$ cat src/rtl/irq_ack_pkg.sv
// Package: shared helpers for the interrupt acknowledge controller.
// Assumes: nothing beyond IEEE 1800-2017 constant functions.
package irq_ack_pkg;

    // Width of a source index; at least one bit even for a single source.
    function automatic int unsigned idx_width(input int unsigned n);
        return (n < 2) ? 1 : $clog2(n);
    endfunction

endpackage

$ cat src/rtl/strobe_fall.sv
// Module: falling-edge detector for one active-low bus strobe.
// Assumes: the strobe is already synchronous to clk; the idle level is high.
module strobe_fall (
    input  logic clk,
    input  logic rst_n,
    input  logic strobe_n,
    output logic fall
);
    logic last_q;

    // Remember the strobe level of the previous cycle.
    always_ff @(posedge clk) begin
        if (!rst_n) last_q <= 1'b1;
        else        last_q <= strobe_n;
    end

    assign fall = last_q & ~strobe_n;
endmodule

$ cat src/rtl/prio_pick.sv
// Module: fixed-priority picker, lowest index wins.
// Assumes: IW is wide enough to hold N-1.
module prio_pick #(
    parameter int N  = 6,
    parameter int IW = 3
) (
    input  logic [N-1:0]  req,
    output logic [N-1:0]  onehot,
    output logic [IW-1:0] idx,
    output logic          any
);
    logic [N:0] seen;

    assign seen[0] = 1'b0;
    for (genvar i = 0; i < N; i++) begin : g_chain
        assign seen[i+1]  = seen[i] | req[i];
        assign onehot[i]  = req[i] & ~seen[i];
    end
    assign any = seen[N];

    // Encode the one-hot winner into a binary index.
    always_comb begin
        idx = '0;
        for (int i = 0; i < N; i++)
            if (onehot[i]) idx = idx | IW'(i);
    end
endmodule

$ cat src/rtl/irq_pend_bank.sv
// Module: staged, pending and under-service bits for all sources.
// Assumes: grant_oh is one-hot or zero; eoi is a single-cycle pulse.
module irq_pend_bank #(
    parameter int N = 6
) (
    input  logic         clk,
    input  logic         rst_n,
    input  logic [N-1:0] src_req,
    input  logic         as_fall,
    input  logic [N-1:0] grant_oh,
    input  logic         eoi,
    output logic [N-1:0] ius,
    output logic [N-1:0] elig
);
    logic [N-1:0] stage_q;
    logic [N-1:0] pend_q;
    logic [N-1:0] retire_oh;
    logic [N:0]   svc_seen;

    assign svc_seen[0] = 1'b0;
    for (genvar i = 0; i < N; i++) begin : g_mask
        assign svc_seen[i+1] = svc_seen[i] | ius[i];
        assign elig[i]       = pend_q[i] & ~svc_seen[i+1];
        assign retire_oh[i]  = ius[i] & ~svc_seen[i];
    end

    // Stage requests and move them to pending on an address-strobe fall.
    always_ff @(posedge clk) begin
        if (!rst_n) begin
            stage_q <= '0;
            pend_q  <= '0;
        end else if (as_fall) begin
            stage_q <= '0;
            pend_q  <= (pend_q | stage_q | src_req) & ~grant_oh;
        end else begin
            stage_q <= stage_q | src_req;
            pend_q  <= pend_q & ~grant_oh;
        end
    end

    // Set under-service on a grant and retire the top one on end-of-interrupt.
    always_ff @(posedge clk) begin
        if (!rst_n) ius <= '0;
        else        ius <= (ius | grant_oh) & ~(eoi ? retire_oh : '0);
    end
endmodule

$ cat src/rtl/irq_ack_ctrl.sv
// Module: top of the daisy-chained interrupt acknowledge controller.
// Assumes: bus strobes are synchronous to clk; one acknowledge period is
// bounded by ack_n low; vector low bits carry the served source index.
module irq_ack_ctrl
    import irq_ack_pkg::*;
#(
    parameter int                NUM_SRC  = 6,
    parameter int                VEC_W    = 8,
    parameter logic [VEC_W-1:0]  BASE_VEC = 8'hA0
) (
    input  logic               clk,
    input  logic               rst_n,
    input  logic               as_n,
    input  logic               ds_n,
    input  logic               ack_n,
    input  logic               iei,
    input  logic [NUM_SRC-1:0] src_req,
    input  logic               vec_off,
    input  logic               eoi,
    output logic               irq_n,
    output logic               ieo,
    output logic [VEC_W-1:0]   vec_out,
    output logic               vec_oe
);
    localparam int IDX_W = idx_width(NUM_SRC);

    logic               as_fall;
    logic               ds_fall;
    logic [NUM_SRC-1:0] ius;
    logic [NUM_SRC-1:0] elig;
    logic [NUM_SRC-1:0] win_oh;
    logic [NUM_SRC-1:0] grant_oh;
    logic [IDX_W-1:0]   win_idx;
    logic               any_elig;
    logic               ack_busy;
    logic               grant_stb;

    strobe_fall u_as (.clk(clk), .rst_n(rst_n), .strobe_n(as_n), .fall(as_fall));
    strobe_fall u_ds (.clk(clk), .rst_n(rst_n), .strobe_n(ds_n), .fall(ds_fall));

    prio_pick #(.N(NUM_SRC), .IW(IDX_W)) u_pick (
        .req(elig), .onehot(win_oh), .idx(win_idx), .any(any_elig)
    );

    irq_pend_bank #(.N(NUM_SRC)) u_bank (
        .clk(clk), .rst_n(rst_n), .src_req(src_req), .as_fall(as_fall),
        .grant_oh(grant_oh), .eoi(eoi), .ius(ius), .elig(elig)
    );

    assign grant_stb = ds_fall & ~ack_n & iei & any_elig & ~ack_busy;
    assign grant_oh  = grant_stb ? win_oh : '0;

    // Mark the acknowledge period as used after its first data-strobe fall.
    always_ff @(posedge clk) begin
        if (!rst_n || ack_n) ack_busy <= 1'b0;
        else if (ds_fall)    ack_busy <= 1'b1;
    end

    // Capture the vector for the granted source.
    always_ff @(posedge clk) begin
        if (!rst_n)         vec_out <= '0;
        else if (grant_stb) vec_out <= {BASE_VEC[VEC_W-1:IDX_W], win_idx};
    end

    // Drive the bus from the grant until the strobe or qualifier releases.
    always_ff @(posedge clk) begin
        if (!rst_n)         vec_oe <= 1'b0;
        else if (grant_stb) vec_oe <= ~vec_off;
        else                vec_oe <= vec_oe & ~ds_n & ~ack_n;
    end

    assign irq_n = ~any_elig;
    assign ieo   = iei & ~(|ius) & ~(~ack_n & any_elig);
endmodule

$ cat config.mk
export PLATFORM = sky130hd
export DESIGN_NAME = irq_ack_ctrl
export DESIGN_NICKNAME = d
export VERILOG_FILES = /design/src/rtl/irq_ack_pkg.sv /design/src/rtl/strobe_fall.sv /design/src/rtl/prio_pick.sv /design/src/rtl/irq_pend_bank.sv /design/src/rtl/irq_ack_ctrl.sv
export SDC_FILE = /design/constraint.sdc
export NUM_CORES = 1
export LEC_CHECK = 0
export BUFFER_PORTS_ARGS = -buffer_cell sky130_fd_sc_hd__buf_4
export CORE_MARGIN = 3
export CORE_UTILIZATION = 47
export CTS_CLUSTER_SIZE = 16
export DETAILED_ROUTE_END_ITERATION = 10
export PLACE_DENSITY = 0.73
export SETUP_SLACK_MARGIN = 0.05
export SLEW_MARGIN = 20
export SYNTH_ARGS = -nofsm -noshare
export SYNTH_HDL_FRONTEND = slang
export SYNTH_SLANG_ARGS = --single-unit
$ cat constraint.sdc
create_clock -name clk -period 1.64 [get_ports clk]
set_clock_uncertainty 0.2 [all_clocks]
set_input_delay 0.082 -clock clk [delete_from_list [all_inputs] [get_ports clk]]
set_output_delay 0.082 -clock clk [all_outputs]
set_load 0.01 [all_outputs]
==> qor.csv, run 1 <==
metric,value,unit
clock_power_share,25.2,%
core_area,2250,µm²
ys_ff_latch,26,
top_layer,met4,
port_buffers,21,
num_rows,17,
path_class,reg2out,
met3_length,115,µm
swShare,26.1,%
cts-root-buf,clkbuf_4,
n_antenna_cell,0,
setup_slack,-0.433,ns
finalMaxSlewViolations,0,
hold_viol,0,
numCtsBuffers,3,
min_delay_path_depth,2,
grt_pass1_wl,4710,µm
synth.cell_area,1140,µm²
cts.clk_slew.worst_paths,0.14,ns
yosysTopAreaCell,dfxtp_1,
p_seq_share,52.1,%
synth_top_area_share,45.7,%
fin_crit_sh,126,%
grt_pass1_vias,1152,
synth-seq-area-share,45.7,%
post-route-drc-count,0,
p_comb_share,22.7,%
yosysWarnings,0,
r2r_cells,7,
end_kind,output port,
drt_iter0_markers,24,
critical_path.max_fanout,6,
met1_length,1220,µm
synth_area_leaders,"dfxtp_1 46%, nor2_1 7.6%, buf_4 3.3%, nand2_1 3.3%, a21oi_1 3.1%",
start_util,50.6,%
h-tree-depth,1,
syn_inst,132,
num_vias,1104,
drtAntennaViolNets,0,
cts_max_path_buffers,2,
rsz0062_at_grt,true,
p_int,0.959,mW
violations,negative setup slack,
syn-mean-instance-area,8.64,µm²
die_y,55.2,µm
die_area,3050,µm²
post-route-min-period,2.07,ns
cts_tree,done,
viasPerCell,5.16,
cp.arrival,1.79,ns
setup_tns,-4.95,ns
drt-total-wl,2790,µm
cp.required,1.36,ns
grt_max_degree,28,
drive_gt1_share,36.0,%
cts.sinks,26,
syn2layout_area_growth,49.5,%
insertion_delay,0.32,ns
power_density,762,nW/µm²
finalNetCount,201,
grt_overflow,0,
wl_per_cell,13.0,µm
ys_types,35,
num-fill-cells,161,
first_pass_iters,4,
outcome,"finished, violations left",
hp-class,reg2reg,
wl_met2,1420,µm
ir_drop,0.000662,V
net-switching-power,0.339,mW
place.gp.congestion,0.788,
io_pins,25,
max_freq,482,MHz
dp_hpwl,1910,µm
die_w,55.2,µm
setup_viol,19,
leakage,0.718,nW
antenna_found_initial,0,
crit_path_start_kind,register,
drv_cap,0,
track_usage,18.8,%
totalPowerFinal,1.30,mW
registers in the layout, indices dropped and copies added (netlist names):
signal          cells
u_as.last_q         1
u_ds.last_q         1
u_bank.pend_q       6
vec_oe              1
u_bank.stage_q      6
ack_busy            1
u_bank.ius          6
vec_out             4
per-layer routing:
metal	vias to the layer above	track usage (%)
li1	562	-
met1	513	21.1
met2	27	34.1
met3	2	3.27
met4	0	8.33
met5	-	0
layout by cell type (no fill, tap or decap), types with 3 or more instances in the layout:
cell type / synthesis / final
nand2b_1: 5 / 4
inv_1: 4 / 4
o211ai_1: 3 / 3
nor2_1: 23 / 23
conb_1: 1 / 3
a21oi_2: 0 / 4
nand3_2: 1 / 3
nand2_1: 10 / 9
nor2b_1: 3 / 3
o21a_1: 3 / 3
buf_4: 5 / 40
a21oi_1: 7 / 3
clkbuf_4: 0 / 3
buf_6: 0 / 3
dlygate4sd3_1: 0 / 14
dfxtp_1: 26 / 22
o21ai_0: 7 / 7
nand3_1: 5 / 3
critical path, stage by stage (launching register included):
cell and delay, ns:
dfxtp_4 0.39, nor4_4 0.30, o211ai_1 0.19, and3_4 0.23, o2111a_1 0.23, buf_6 0.12
layout make-up:
class                      instances  area [µm²]  share of cell area (%)
inverter                           4        15.0                   0.881
timing repair buffer              57         474                    27.8
clock buffer                       4        36.3                    2.13
multi-input combinational         95         613                    36.0
sequential                        26         531                    31.1
tap                               28        35.0                    2.06
synthesized netlist by cell type, drive strengths merged:
cell    instances
dfxtp          26
nor2           23
nand2          10
o21ai           9
a21oi           7
nand3           6
buf             5
nand2b          5
clkbuf          4
inv             4
and3            3
nor2b           3
nor3            3
o211ai          3
o21a            3
a21boi          2
nor3b           2
a221o           1
a221oi          1
a31oi           1
conb            1
nand3b          1
nor4            1
nor4b           1
o2111a          1
o22ai           1
o311ai          1
o41ai           1
or2b            1
or4             1
or4b            1
power by group through the flow:
stage	Clock, mW	Sequential, mW	Combinational (mW)
floorplan	0	0.692	0.136
detailed placement	0	0.693	0.240
CTS	0.338	0.677	0.281
global route	0.368	0.681	0.321
finish	0.327	0.677	0.295
global placement	0	0.692	0.235
through the flow:
stage	std cells	hold slack [ns]	utilization (%)	cell area, µm²	worst slack [ns]
after CTS	211	0.264	73.9	1670	-0.414
final	214	0.261	75.6	1700	-0.433
after global placement	191	0.0762	64.4	1450	-0.134
after floorplan	134	-0.0419	-	1200	-0.0564
after detailed placement	191	0.0834	64.4	1450	-0.206
after global routing	214	0.265	75.6	1700	-0.478
what timing repair did:
item / CTS / global route
buffers inserted: 2 / 3
endpoints found under the hold margin: 26 / 0
pin swaps: 3 / 11
setup endpoints to repair: 19 / 19
hold buffers: 14 / 0
gates resized for setup: 6 / 5
logic make-up after synthesis:
logic type / share of synthesized area, %
buf+inv: 5.93
other cells: 0.329
simple gates: 29.1
flops: 45.7
compound gates: 19.0
path summary, 6_finish.rpt:
path	from	to	slack, ns
max	u_bank.ius[2]$_SDFF_PN0_	ieo	-0.43
min	vec_out[0]$_SDFFE_PN0P_	vec_out[0]$_SDFFE_PN0P_	0.26
max reg2reg	u_bank.ius[2]$_SDFF_PN0_	vec_oe$_SDFF_PN0_	-0.30
min reg2reg	vec_out[0]$_SDFFE_PN0P_	vec_out[0]$_SDFFE_PN0P_	0.26
No activity file was read; power rests on OpenSTA's default activity.
==> run 2, diff against run 1 <==
CORE_ASPECT_RATIO = 1.2   (was unset)
==> qor.csv, run 2 (synthesis gave the netlist of run 1 again) <==
metric,value,unit,change
outcome,"finished, violations left",,unchanged
placed_area,1450,µm²,about the same
drive_gt1_share,39.6,%,was 36.0%
cts.sinks,26,,unchanged
top_regs,"u_bank.ius (6), u_bank.pend_q (6), u_bank.stage_q (6)",,unchanged
max_freq,495,MHz,was 482 MHz
cp.required,1.36,ns,about the same
leakage,0.749,nW,was 0.718 nW
critical_path.max_fanout,4,,was 6
setup_viol,19,,unchanged
die_w,51.0,µm,was 55.2 µm
n_antenna_cell,0,,unchanged
r2r_slack,-0.26,ns,was -0.30 ns
place.gp.congestion,0.789,,was 0.788
wl_per_cell,13.4,µm,was 13.0 µm
antenna_found_initial,0,,unchanged
drtAntennaViolNets,0,,unchanged
met1_length,1190,µm,was 1220 µm
cts.clk_slew.worst_paths,0.14,ns,about the same
dp_hpwl,1900,µm,was 1910 µm
r2r-start,u_bank.ius[0]$_SDFF_PN0_,,was u_bank.ius[2]$_SDFF_PN0_
crit_path_start_kind,register,,unchanged
fin_util,81.1,%,was 75.6%
end_kind,output port,,unchanged
drv_cap,0,,unchanged
num_vias,1133,,was 1104
cp.arrival,1.74,ns,was 1.79 ns
setup_slack,-0.379,ns,was -0.433 ns
hold_start,iei,,was vec_out[0]$_SDFFE_PN0P_
hold_viol,0,,unchanged
post-route-min-period,2.02,ns,was 2.07 ns
cts-root-buf,clkbuf_4,,unchanged
ir_drop,0.000845,V,was 0.000662 V
cts_tree,done,,unchanged
finalMaxSlewViolations,0,,unchanged
num-fill-cells,137,,was 161
die_y,59.9,µm,was 55.2 µm
hp-class,in2reg,,was reg2reg
net-switching-power,0.347,mW,was 0.339 mW
track_usage,21.6,%,was 18.8%
fin_crit_sh,123,%,was 126%
viasPerCell,5.22,,was 5.16
num_rows,18,,was 17
grt_pass1_wl,4990,µm,was 4710 µm
cts_max_path_buffers,2,,unchanged
setup_tns,-3.76,ns,was -4.95 ns
top_layer,met4,,unchanged
numCtsBuffers,3,,unchanged
drt_iter0_markers,29,,was 24
rsz0062_at_grt,true,,unchanged
final_common_cell,buf_4,,unchanged
start_util,52.2,%,was 50.6%
grt_max_degree,28,,unchanged
core_area,2180,µm²,was 2250 µm²
post-route-drc-count,0,,unchanged
postLayoutCellArea,1770,µm²,was 1700 µm²
timing.rr.end,u_bank.ius[3]$_SDFF_PN0_,,was vec_oe$_SDFF_PN0_
wl_met2,1520,µm,was 1420 µm
power_density,745,nW/µm²,was 762 nW/µm²
violations,negative setup slack,,unchanged
port_buffers,21,,unchanged
mostFrequentLayoutCells,"33 x buf_4, 22 x nor2_1, 22 x dfxtp_1, 13 x dlygate4sd3_1, 12 x buf_6",,"was 40 x buf_4, 23 x nor2_1, 22 x dfxtp_1, 14 x dlygate4sd3_1, 9 x nand2_1"
first_pass_iters,4,,unchanged
die_area,3050,µm²,about the same
met3_length,140,µm,was 115 µm
h-tree-depth,1,,unchanged
syn2layout_area_growth,55.4,%,was 49.5%
io_pins,25,,unchanged
hold-path-endpoint,vec_out[2]$_SDFFE_PN0P_,,was vec_out[0]$_SDFFE_PN0P_
path_class,reg2out,,unchanged
p_int,0.973,mW,was 0.959 mW
drt-total-wl,2900,µm,was 2790 µm
p_comb_share,24.1,%,was 22.7%
clock_power_share,24.5,%,was 25.2%
insertion_delay,0.32,ns,about the same
grt_overflow,0,,unchanged
swShare,26.3,%,was 26.1%
finalNetCount,202,,was 201
grt_pass1_vias,1195,,was 1152
r2r_cells,8,,was 7
min_delay_path_depth,4,,was 2
p_seq_share,51.4,%,was 52.1%
run 2: metrics by stage:
step | power, mW | setup slack [ns] | hold slack, ns | std cells
after global routing | 1.38 | -0.465 | 0.0436 | 217
after detailed placement | 0.925 | -0.185 | 0.0859 | 192
after CTS | 1.32 | -0.386 | 0.0341 | 217
after floorplan | 0.828 | -0.0564 | -0.0419 | 134
after global placement | 0.918 | -0.117 | 0.0741 | 192
final | 1.32 | -0.379 | 0.0491 | 217
run 2: cell type report:
class | count | area [µm²] | area share, %
Multi-Input combinational cell | 95 | 642 | 36.2
Sequential cell | 26 | 528 | 29.8
Timing Repair Buffer | 58 | 513 | 29.0
Tap cell | 30 | 37.5 | 2.12
Clock buffer | 4 | 36.3 | 2.05
Inverter | 4 | 15.0 | 0.847
run 2: routing by layer:
metal | GRT usage [%] | up-vias
li1 | - | 566
met1 | 23.3 | 536
met2 | 39.8 | 25
met3 | 4.99 | 6
met4 | 9.62 | 0
met5 | 0 | -
run 2: repair_timing:
item | CTS | global route
buffers inserted | 8 | 0
resized for setup | 23 | 2
hold endpoints to repair | 26 | 0
pin swaps | 11 | 1
endpoints found under the setup margin | 19 | 19
hold buffers | 13 | 0
run 2: how the worst max path moves through the flow:
stage / to / from / slack (ns) / depth (start not counted)
final: ieo / u_bank.ius[2]$_SDFF_PN0_ / -0.38 / 5
after floorplan: u_bank.pend_q[5]$_SDFF_PN0_ / u_bank.ius[0]$_SDFF_PN0_ / -0.06 / 5
after detailed placement: u_bank.ius[2]$_SDFF_PN0_ / u_bank.ius[3]$_SDFF_PN0_ / -0.19 / 6
after global placement: u_bank.pend_q[5]$_SDFF_PN0_ / u_bank.ius[3]$_SDFF_PN0_ / -0.12 / 5
after CTS: ieo / u_bank.ius[0]$_SDFF_PN0_ / -0.39 / 5
after global routing: ieo / u_bank.ius[0]$_SDFF_PN0_ / -0.47 / 5
run 2: worst max-delay path, cell delays in order (launching register included):
cell and delay (ns):
dfxtp_4 0.39, nand2b_4 0.14, a221o_2 0.35, and3_4 0.18
o2111a_1 0.23, buf_6 0.12
run 2: power by group through the flow:
| stage | clock network [mW] | logic (mW) | registers (mW) |
|---|---|---|---|
| after global placement | 0 | 0.228 | 0.690 |
| final | 0.323 | 0.318 | 0.678 |
| after detailed placement | 0 | 0.234 | 0.692 |
| after floorplan | 0 | 0.136 | 0.692 |
| after global routing | 0.354 | 0.345 | 0.681 |
| after CTS | 0.335 | 0.311 | 0.678 |
==> run 3, diff against run 2 <==
ABC_AREA = 1   (was unset)
==> qor.csv, run 3 <==
metric,value,unit,change
setup_viol,10,,was 19
numCtsBuffers,3,,unchanged
num_vias,1164,,was 1133
fin_crit_sh,115,%,was 123%
ys_top_cells_by_count,"30 x nor2_1, 26 x dfxtp_1, 25 x inv_1",,"was 26 x dfxtp_1, 23 x nor2_1, 10 x nand2_1"
grt_pass1_vias,1094,,was 1195
syn_inst,161,,was 132
timing.rr.end,u_bank.ius[5]$_SDFF_PN0_,,was u_bank.ius[3]$_SDFF_PN0_
drtAntennaViolNets,0,,unchanged
slowest_delay,0.37,ns,was 0.39 ns
p_int,1.05,mW,was 0.973 mW
cts.sinks,26,,unchanged
end_kind,output port,,unchanged
synth-async-reset-ratio,0,%,unchanged
synth_compound_area_share,11.2,%,was 19.0%
n_antenna_cell,0,,unchanged
rsz0062_at_grt,true,,unchanged
r2r_cells,9,,was 8
net-switching-power,0.367,mW,was 0.347 mW
min_delay_path_depth,6,,was 4
violations,negative setup slack,,unchanged
max_freq,532,MHz,was 495 MHz
p_comb_share,20.9,%,was 24.1%
pre_cts_ws,-0.0577,ns,was -0.185 ns
p_seq_share,47.7,%,was 51.4%
drt_iter0_markers,43,,was 29
hp-class,in2reg,,unchanged
top_regs,"u_bank.ius (6), u_bank.pend_q (6), u_bank.stage_q (6)",,unchanged
synth_most_common_cell,nor2_1,,was dfxtp_1
grt_overflow,0,,unchanged
setup_slack,-0.241,ns,was -0.379 ns
cts_tree,done,,unchanged
power_density,852,nW/µm²,was 745 nW/µm²
start_util,50.5,%,was 52.2%
yosysTopAreaCell,dfxtp_1,,unchanged
r2r_slack,-0.09,ns,was -0.26 ns
outcome,"finished, violations left",,unchanged
synth_top_area_share,43.8,%,was 45.7%
swShare,25.9,%,was 26.3%
syn-mean-instance-area,7.38,µm²,was 8.64 µm²
die_area,3170,µm²,was 3050 µm²
synth-seq-area-share,43.8,%,was 45.7%
mostFrequentLayoutCells,"29 x buf_4, 28 x nor2_1, 23 x dfxtp_1, 22 x inv_1",,"was 33 x buf_4, 22 x nor2_1, 22 x dfxtp_1, 13 x dlygate4sd3_1, 12 x buf_6"
synth_area_leaders,"dfxtp_1 44%, nor2_1 9.5%, inv_1 7.9%, nand3_1 7.6%, nand2_1 5.7%",,"was dfxtp_1 46%, nor2_1 7.6%, buf_4 3.3%, nand2_1 3.3%, a21oi_1 3.1%"
hold_ws,0.132,ns,was 0.0491 ns
h-tree-depth,1,,unchanged
num-fill-cells,193,,was 137
synth_top_family_by_area,simple AND/OR/NAND/NOR gates,,unchanged
yosysWarnings,0,,unchanged
path_cells,"nor2_4, nand4_1, nand4_4, inv_2, o21ai_2, nor2_1, buf_4",,"was nand2b_4, a221o_2, and3_4, o2111a_1, buf_6"
hold_start,iei,,unchanged
num_rows,19,,was 18
die_w,51.9,µm,was 51.0 µm
antenna_found_initial,0,,unchanged
insertion_delay,0.33,ns,was 0.32 ns
leakage,0.780,nW,was 0.749 nW
hold_viol,0,,unchanged
setup_tns,-0.638,ns,was -3.76 ns
track_usage,19.1,%,was 21.6%
drv_cap,0,,unchanged
synth-edff-count,0,,unchanged
path_class,reg2out,,unchanged
ys_ff_latch,26,,unchanged
clock_power_share,31.4,%,was 24.5%
wl_per_cell,11.2,µm,was 13.4 µm
post-route-drc-count,0,,unchanged
syn2layout_area_growth,40.0,%,was 55.4%
placed_area,1380,µm²,was 1450 µm²
synth.cell_area,1190,µm²,was 1140 µm²
drive_gt1_share,26.6,%,was 39.6%
synth_ff_type,dfxtp_1,,unchanged
r2r-start,u_bank.ius[0]$_SDFF_PN0_,,unchanged
grt_pass1_wl,4570,µm,was 4990 µm
cp.arrival,1.60,ns,was 1.74 ns
cp.required,1.36,ns,about the same
io_pins,25,,unchanged
synth_simple_gate_area_share,33.3,%,was 29.1%
port_buffers,21,,unchanged
ir_drop,0.000721,V,was 0.000845 V
core_area,2350,µm²,was 2180 µm²
finalMaxSlewViolations,0,,unchanged
grt_max_degree,16,,was 28
cts-root-buf,clkbuf_4,,unchanged
hold-path-endpoint,vec_out[2]$_SDFFE_PN0P_,,unchanged
cts.clk_slew.worst_paths,0.15,ns,was 0.14 ns
cp_slowest_cell,dfxtp_2,,was dfxtp_4
dp_hpwl,1770,µm,was 1900 µm
post-route-min-period,1.88,ns,was 2.02 ns
crit_path_start_kind,register,,unchanged
final_common_cell,buf_4,,unchanged
cts_max_path_buffers,2,,unchanged
synthXorXnorAreaFrac,0,%,unchanged
viasPerCell,4.89,,was 5.22
die_y,61.1,µm,was 59.9 µm
first_pass_iters,4,,unchanged
synthAdderAreaFrac,0,%,unchanged
finalNetCount,222,,was 202
drt-total-wl,2680,µm,was 2900 µm
ys_types,24,,was 35
postLayoutCellArea,1660,µm²,was 1770 µm²
synthMuxAreaShare,0,%,unchanged
critical_path.max_fanout,8,,was 4
place.gp.congestion,0.793,,was 0.789
## run 3: cell count changes in the layout (fill, tap and decap cells not counted), sizes merged, moves of 5 or more
cell    previous run  this run
a21oi              7        13
nand2             10        19
inv                4        27
nor2              23        32
nand3              6        19
buf               45        30
nand2b             5         0
## run 3: stage by stage
stage | std cells | util (%) | total power [mW]
after floorplan | 163 | - | 0.843
after global placement | 213 | 58.6 | 0.910
after detailed placement | 213 | 58.6 | 0.918
after CTS | 239 | 70.5 | 1.42
after global routing | 238 | 70.7 | 1.48
final | 238 | 70.7 | 1.42
## run 3: worst max-delay path, delay by kind of cell, from the launching register on
kind / cells / cell delay [ns]
flops: 1 / 0.37
buf+inv: 2 / 0.18
simple gates: 4 / 0.62
compound gates: 1 / 0.10
## run 3: logic make-up (layout without fill, tap and decap cells)
group | after synthesis | in the layout
compound gates | 24 | 24
buf+inv | 32 | 76
flops | 26 | 26
other cells | 1 | 3
simple gates | 78 | 78
## run 3: per-layer routing
layer | global-route usage [%] | wire (µm) | vias up
met5 | 0 | 0 | -
met1 | 22.2 | 1160 | 516
met2 | 34.8 | 1330 | 39
met4 | 7.49 | 43 | 0
met3 | 3.15 | 134 | 5
li1 | - | - | 604
## run 3: worst max-delay path by stage
stage / cells after the start / startpoint / slack (ns) / endpoint
global placement: 9 / u_bank.ius[0]$_SDFF_PN0_ / 0.008 / u_bank.ius[5]$_SDFF_PN0_
global route: 7 / u_bank.ius[1]$_SDFF_PN0_ / -0.37 / ieo
CTS: 7 / u_bank.ius[1]$_SDFF_PN0_ / -0.22 / ieo
detailed placement: 7 / u_bank.ius[0]$_SDFF_PN0_ / -0.06 / ieo
finish: 7 / u_bank.ius[1]$_SDFF_PN0_ / -0.24 / ieo
floorplan: 8 / u_bank.ius[0]$_SDFF_PN0_ / 0.09 / ieo
## run 3: final cells by class
class / instances / area, µm² / area share [%]
inverter: 27 / 101 / 6.09
multi-input combinational: 105 / 564 / 33.9
tap: 31 / 38.8 / 2.33
sequential: 26 / 527 / 31.7
timing repair buffer: 45 / 379 / 22.8
clock buffer: 3 / 22.5 / 1.35
clock inverter: 1 / 30.0 / 1.81
## run 3: repair_timing
action	4_1_cts	5_1_grt
gates resized for setup	8	8
endpoints found under the setup margin	18	20
endpoints found under the hold margin	23	7
pin swaps	4	1
setup buffers	6	1
hold buffers	16	1
## run 3: power groups by stage
| stage | clock [mW] | combinational [mW] | sequential (mW) |
|---|---|---|---|
| 3_5_place_dp | 0 | 0.227 | 0.691 |
| 4_1_cts | 0.453 | 0.287 | 0.678 |
| 5_1_grt | 0.474 | 0.331 | 0.680 |
| 3_3_place_gp | 0 | 0.220 | 0.690 |
| 6_report | 0.444 | 0.296 | 0.676 |
| 2_1_floorplan | 0 | 0.153 | 0.689 |
